--- config.mk ---
export PLATFORM = sky130hd
export DESIGN_NAME = fp_power_seq
export DESIGN_NICKNAME = d
export VERILOG_FILES = /design/src/rtl/fps_pkg.sv /design/src/rtl/fps_phase_timer.sv /design/src/rtl/fps_seq_core.sv /design/src/rtl/fp_power_seq.sv
export SDC_FILE = /design/constraint.sdc
export NUM_CORES = 1
export LEC_CHECK = 0
export ABC_AREA = 1
export ABC_CLOCK_PERIOD_IN_PS = 2400
export CAP_MARGIN = 25
export CORE_ASPECT_RATIO = 1.4
export CORE_MARGIN = 4
export CORE_UTILIZATION = 45
export CTS_BUF_LIST = sky130_fd_sc_hd__clkbuf_8
export CTS_CLUSTER_SIZE = 25
export DETAILED_ROUTE_END_ITERATION = 10
export HOLD_SLACK_MARGIN = 0.1
export PLACE_DENSITY = 0.66
export SYNTH_ARGS = -nofsm -noshare
export SYNTH_HDL_FRONTEND = slang
export SYNTH_SLANG_ARGS = --single-unit
export TNS_END_PERCENT = 1
--- constraint.sdc ---
create_clock -name clk -period 2.4 [get_ports clk]
set_input_delay 0.48 -clock clk [delete_from_list [all_inputs] [get_ports clk]]
set_output_delay 0.48 -clock clk [all_outputs]
set_load 0.005 [all_outputs]
--- src/rtl/fps_pkg.sv ---
package fps_pkg;

    typedef enum logic [2:0] {
        ST_OFF         = 3'd0,
        ST_RAMP_SUPPLY = 3'd1,
        ST_RAMP_DATA   = 3'd2,
        ST_ON          = 3'd3,
        ST_FALL_LIGHT  = 3'd4,
        ST_FALL_DATA   = 3'd5
    } seq_state_e;

    typedef enum logic [1:0] {
        PS_DOWN = 2'b00,
        PS_BUSY = 2'b01,
        PS_UP   = 2'b10
    } pwr_status_e;

    typedef struct packed {
        seq_state_e  st;
        logic        vdd;
        logic        data;
        logic        bkl;
        logic        disp_n;
        pwr_status_e stat;
    } core_regs_t;

    // enables held in each step: {supply, data, backlight}
    function automatic logic [2:0] step_enables(seq_state_e s);
        case (s)
            ST_RAMP_SUPPLY, ST_FALL_DATA: return 3'b100;
            ST_RAMP_DATA,   ST_FALL_LIGHT: return 3'b110;
            ST_ON:                         return 3'b111;
            default:                       return 3'b000;
        endcase
    endfunction

    function automatic pwr_status_e step_status(seq_state_e s);
        case (s)
            ST_OFF:  return PS_DOWN;
            ST_ON:   return PS_UP;
            default: return PS_BUSY;
        endcase
    endfunction

endpackage

--- src/rtl/fps_phase_timer.sv ---
module fps_phase_timer #(
    parameter int unsigned SHORT_TICKS = 4,
    parameter int unsigned LONG_TICKS  = 16,
    parameter int unsigned CNT_W       = 5
) (
    input  logic clk,
    input  logic rst_n,
    input  logic load,
    input  logic load_long,
    input  logic tick,
    output logic expired
);

    logic [CNT_W-1:0] cnt_d, cnt_q;

    always_comb begin
        cnt_d = cnt_q;
        if (load) begin
            cnt_d = load_long ? CNT_W'(LONG_TICKS) : CNT_W'(SHORT_TICKS);
        end else if (tick && (cnt_q != '0)) begin
            cnt_d = cnt_q - 1'b1;
        end
    end

    always_ff @(posedge clk) begin
        if (!rst_n) cnt_q <= '0;
        else        cnt_q <= cnt_d;
    end

    assign expired = (cnt_q == '0);

endmodule

--- src/rtl/fps_seq_core.sv ---
module fps_seq_core
    import fps_pkg::*;
(
    input  logic       clk,
    input  logic       rst_n,
    input  logic       pwr_req,
    input  logic       ext_seq,
    input  logic       sel_supply_long,
    input  logic       sel_light_long,
    input  logic       blank_src,
    input  logic       blank_req,
    input  logic       phase_done,
    output logic       ld,
    output logic       ld_long,
    output logic       vdd_en,
    output logic       data_en,
    output logic       bkl_en,
    output logic       disp_off_n,
    output logic [1:0] status
);

    core_regs_t r_d, r_q;
    logic [2:0] en_d;

    always_comb begin
        r_d     = r_q;
        ld      = 1'b0;
        ld_long = 1'b0;
        if (ext_seq) begin
            r_d.st = pwr_req ? ST_ON : ST_OFF;
        end else begin
            case (r_q.st)
                ST_OFF: begin
                    if (pwr_req) begin
                        r_d.st = ST_RAMP_SUPPLY; ld = 1'b1; ld_long = sel_supply_long;
                    end
                end
                ST_RAMP_SUPPLY: begin
                    if (!pwr_req) begin
                        r_d.st = ST_FALL_DATA; ld = 1'b1; ld_long = sel_supply_long;
                    end else if (phase_done) begin
                        r_d.st = ST_RAMP_DATA; ld = 1'b1; ld_long = sel_light_long;
                    end
                end
                ST_RAMP_DATA: begin
                    if (!pwr_req) begin
                        r_d.st = ST_FALL_LIGHT; ld = 1'b1; ld_long = sel_light_long;
                    end else if (phase_done) begin
                        r_d.st = ST_ON;
                    end
                end
                ST_ON: begin
                    if (!pwr_req) begin
                        r_d.st = ST_FALL_LIGHT; ld = 1'b1; ld_long = sel_light_long;
                    end
                end
                ST_FALL_LIGHT: begin
                    if (pwr_req) begin
                        r_d.st = ST_RAMP_DATA; ld = 1'b1; ld_long = sel_light_long;
                    end else if (phase_done) begin
                        r_d.st = ST_FALL_DATA; ld = 1'b1; ld_long = sel_supply_long;
                    end
                end
                ST_FALL_DATA: begin
                    if (pwr_req) begin
                        r_d.st = ST_RAMP_SUPPLY; ld = 1'b1; ld_long = sel_supply_long;
                    end else if (phase_done) begin
                        r_d.st = ST_OFF;
                    end
                end
                default: r_d.st = ST_OFF;
            endcase
        end
        en_d       = step_enables(r_d.st);
        r_d.vdd    = en_d[2];
        r_d.data   = en_d[1];
        r_d.bkl    = en_d[0];
        r_d.disp_n = blank_src ? ~blank_req : en_d[0];
        r_d.stat   = step_status(r_d.st);
    end

    always_ff @(posedge clk) begin
        if (!rst_n) begin
            r_q <= '{st: ST_OFF, vdd: 1'b0, data: 1'b0, bkl: 1'b0,
                     disp_n: 1'b0, stat: PS_DOWN};
        end else begin
            r_q <= r_d;
        end
    end

    assign vdd_en     = r_q.vdd;
    assign data_en    = r_q.data;
    assign bkl_en     = r_q.bkl;
    assign disp_off_n = r_q.disp_n;
    assign status     = r_q.stat;

endmodule

--- src/rtl/fp_power_seq.sv ---
module fp_power_seq #(
    parameter int unsigned REF_HZ      = 14318180,
    parameter int unsigned SHORT_MS    = 32,
    parameter int unsigned LONG_MS     = 128,
    parameter int unsigned SHORT_TICKS = (REF_HZ / 1000) * SHORT_MS,
    parameter int unsigned LONG_TICKS  = (REF_HZ / 1000) * LONG_MS
) (
    input  logic       clk,
    input  logic       rst_n,
    input  logic       ref_tick,
    input  logic       pwr_req,
    input  logic       ext_seq,
    input  logic       supply_dly_long,
    input  logic       light_dly_long,
    input  logic       blank_src,
    input  logic       blank_req,
    output logic       vdd_en,
    output logic       data_en,
    output logic       bkl_en,
    output logic       disp_off_n,
    output logic [1:0] status
);

    localparam int unsigned MAX_TICKS = (LONG_TICKS > SHORT_TICKS) ? LONG_TICKS : SHORT_TICKS;
    localparam int unsigned CNT_W     = $clog2(MAX_TICKS + 1);

    logic ld, ld_long, phase_done;

    fps_phase_timer #(
        .SHORT_TICKS(SHORT_TICKS),
        .LONG_TICKS (LONG_TICKS),
        .CNT_W      (CNT_W)
    ) u_timer (
        .clk      (clk),
        .rst_n    (rst_n),
        .load     (ld),
        .load_long(ld_long),
        .tick     (ref_tick),
        .expired  (phase_done)
    );

    fps_seq_core u_core (
        .clk            (clk),
        .rst_n          (rst_n),
        .pwr_req        (pwr_req),
        .ext_seq        (ext_seq),
        .sel_supply_long(supply_dly_long),
        .sel_light_long (light_dly_long),
        .blank_src      (blank_src),
        .blank_req      (blank_req),
        .phase_done     (phase_done),
        .ld             (ld),
        .ld_long        (ld_long),
        .vdd_en         (vdd_en),
        .data_en        (data_en),
        .bkl_en         (bkl_en),
        .disp_off_n     (disp_off_n),
        .status         (status)
    );

endmodule

==> flow_summary.ini <==
[floorplan]
fp.dieArea_mm2 = 0.00495
boundaryPins = 15
core_box_area_mm2 = 0.00371
start_util_pct = 47.1
die_height_um = 81.7
placement_rows = 26
die_w_um = 60.6

[sta]
setup_violations = 0
unrepaired_setup_endpoints_after_global_routing = no
achievable-frequency_mhz = 507
number_of_max_slew_violations_in_the_final_report = 0
layout_worst_path_cycle_share_pct = 82.3
worst-slew-pin-transition_ps = 353
timing.final.crit_period_ps = 1970
slew_margin_rel_pct = 76.3
skew_ps = 3.91
fin_ws_ps = 426
timing_hold_violations_final = 0
finalSetupTns_ps = 0

[clock_tree]
tritoncts_clock_tree = built
ctsHoldBuffers = 0
tritoncts_num_sinks = 29
cts_resized = 0
insertion_delay_ps = 280
post_cts_buffers = 0
clk_path_buf_depth = 2
worst_setup_hold_path_clk_slew_ps = 70
number_of_cts_inserted_buffers = 5
htreeDepth = 2
clock-root-buffer = sky130_fd_sc_hd__clkbuf_8

[detailed_routing]
top_signal_layer_used = met4
ant_nets = 0
met1Wirelength_mm = 1.64
firstDrtPassIters = 4
route.met3.wl_um = 197
postRouteWirelength_mm = 3.90
routed_via_density = 5.06
length_of_routed_met2_wiring_mm = 2.01
route.detailed.wl_per_inst_um = 11.9
detail_route.iter0.violations = 122
vias = 1661
drc_errors = 0

[global_route]
grt_antenna_before_repair = 0
grt_overflow = 0
via_count_of_the_first_global_routing_pass = 1573
largest_net_degree_at_the_start_of_global_routing = 19
gr-usage-all-layers_pct = 17.7
first_pass_grt_wire_length_mm = 6.66

[critical_path]
reg2reg_to = u_timer.cnt_q[20]
cp.arrival_ps = 2140
maximum_net_fanout_on_the_critical_path = 18
timing_worst_setup_path_type = register to register
cp-end-kind = register
startpoint_type = register
reg_to_reg_setup_timing_slack_ps = 430
cp_data_required_time_ps = 2570
critical_path.reg2reg.startpoint = u_timer.cnt_q[0]
reg2regPathDepth = 11

[yosys]
syn-cell-area_mm2 = 0.00175
synth.yosys.warnings = 0
synth-seq-area-share_pct = 33.3
synthDistinctLibCells = 34
post_synth_inst_count = 264
flop_and_latch_count_out_of_synthesis = 29
synth_top_flop_cell = sky130_fd_sc_hd__dfxtp_1
synthesis.area_per_instance_um2 = 6.61
synth-async-reset-ratio_pct = 0
synth_edf_count = 0
syn-num-nets = 274

[placed_design]
post-dp-hpwl_mm = 2.97
place_ws_ps = 186
placedCellCount = 320
buffer_ports.inserted = 14
detailed_place.area_mm2 = 0.00194
place.gp.congestion = 0.869

[layout]
final_common_cell = sky130_fd_sc_hd__nand2_1
finish.net_count = 295
fin_area_mm2 = 0.00208
layout-drive-gt1-share_pct = 9.79
final_cell_mix = sky130_fd_sc_hd__nand2_1, sky130_fd_sc_hd__nor2_1, sky130_fd_sc_hd__dfxtp_1
n_antenna_cell = 0
flow.area_growth_from_synthesis_pct = 19.0
layout.cells.non_filler = 328

[worst_hold_path]
worst_hold_path.num_cells = 2
worst_min_delay_path_class = register to register
timing.hold.worst_endpoint = u_timer.cnt_q[4]
hp-start = u_timer.cnt_q[4]

[pwr]
vdd.ir_drop.worst_v = 0.000489
power.leakage_nw = 0.977
pwr_density_cell_mw_per_mm2 = 853

[run_status]
status = finished clean

[job]
max-cap-violations = 0
layout make-up:
class	instances	area [um2]
fillers	372	1630
multi-input cells	198	1000
flip-flops and latches	29	581
repair buffers	21	193
inverters	30	113
clock buffers	5	68.8
clock inverters	3	65.1
well taps	42	52.6
registers in the layout, indices dropped and copies added (netlist names):
signal / count
u_core.disp_off_n: 1
u_core.data_en: 1
u_core.bkl_en: 1
u_core.vdd_en: 1
u_timer.cnt_q: 21
u_core.status: 1
u_core.r_q: 3
cells by family after synthesis:
kind of cell | count (synthesis) | share of synthesized area, %
AND/OR/NAND/NOR | 132 | 34.0
AO/OA/AOI/OAI | 51 | 15.8
buffers and inverters | 37 | 9.18
flip-flops | 29 | 33.3
XOR/XNOR | 14 | 7.03
adder cells (fa/ha/maj) | 1 | 0.717
per-stage QoR:
step | power, W | hold WS [ps] | utilization (%)
detailed placement | 0.00117 | 470 | 52.4
CTS | 0.00179 | 484 | 56.0
global route | 0.00189 | 506 | 56.0
floorplan | 0.00104 | 448 | -
finish | 0.00177 | 486 | 56.0
global placement | 0.00117 | 468 | 52.4
per-layer routing:
layer  GRT usage (%)  vias to the layer above
met5               0                        -
met4            6.94                        0
met3            4.40                        6
met2            31.9                       36
met1            19.3                      720
li1                -                      899
synthesized netlist by cell type (2+ instances only):
| library cell | count | area [um2] |
|---|---|---|
| sky130_fd_sc_hd__nand2_1 | 61 | 229 |
| sky130_fd_sc_hd__nor2_4 | 2 | 22.5 |
| sky130_fd_sc_hd__nand3_1 | 12 | 60.1 |
| sky130_fd_sc_hd__buf_2 | 2 | 10.0 |
| sky130_fd_sc_hd__xor2_1 | 7 | 61.3 |
| sky130_fd_sc_hd__o21ai_0 | 17 | 85.1 |
| sky130_fd_sc_hd__inv_2 | 2 | 7.51 |
| sky130_fd_sc_hd__nand4_1 | 6 | 37.5 |
| sky130_fd_sc_hd__clkbuf_1 | 2 | 7.51 |
| sky130_fd_sc_hd__buf_4 | 2 | 15.0 |
| sky130_fd_sc_hd__xnor2_1 | 7 | 61.3 |
| sky130_fd_sc_hd__nor3_1 | 5 | 25.0 |
| sky130_fd_sc_hd__a21oi_1 | 26 | 130 |
| sky130_fd_sc_hd__dfxtp_1 | 29 | 581 |
| sky130_fd_sc_hd__inv_1 | 28 | 105 |
| sky130_fd_sc_hd__nor2_2 | 3 | 18.8 |
| sky130_fd_sc_hd__nor2_1 | 36 | 135 |
worst max-delay path by stage:
| stage | from | end | slack [ps] | depth (start not counted) |
|---|---|---|---|---|
| after floorplan | u_timer.cnt_q[0] | u_timer.cnt_q[6] | 550 | 11 |
| after global placement | pwr_req | u_timer.cnt_q[0] | 220 | 9 |
| after detailed placement | pwr_req | u_timer.cnt_q[3] | 190 | 9 |
| after CTS | u_timer.cnt_q[0] | u_timer.cnt_q[3] | 420 | 11 |
| after global routing | u_timer.cnt_q[0] | u_timer.cnt_q[0] | 260 | 11 |
| final | u_timer.cnt_q[0] | u_timer.cnt_q[20] | 430 | 11 |
power by group:
| part | leakage (nW) | internal [W] | switching, W |
|---|---|---|---|
| logic | 0.669 | 0.000224 | 0.000318 |
| registers | 0.240 | 0.000549 | 0.0000707 |
| clock network | 0.0681 | 0.000412 | 0.000199 |
| total | 0.977 | 0.00119 | 0.000588 |
critical path, stage by stage (launching register included):
cell and delay (ps):
sky130_fd_sc_hd__dfxtp_1 310, sky130_fd_sc_hd__inv_1 70, sky130_fd_sc_hd__ha_1 240, sky130_fd_sc_hd__nand2_1 130, sky130_fd_sc_hd__nor2_4 170, sky130_fd_sc_hd__nand3_4 150
sky130_fd_sc_hd__nor2_4 120, sky130_fd_sc_hd__o21ai_2 100, sky130_fd_sc_hd__nand2_4 190, sky130_fd_sc_hd__inv_2 120, sky130_fd_sc_hd__a21oi_2 170, sky130_fd_sc_hd__o21ai_0 90
Note: power is estimated with default switching activity, not from simulation.
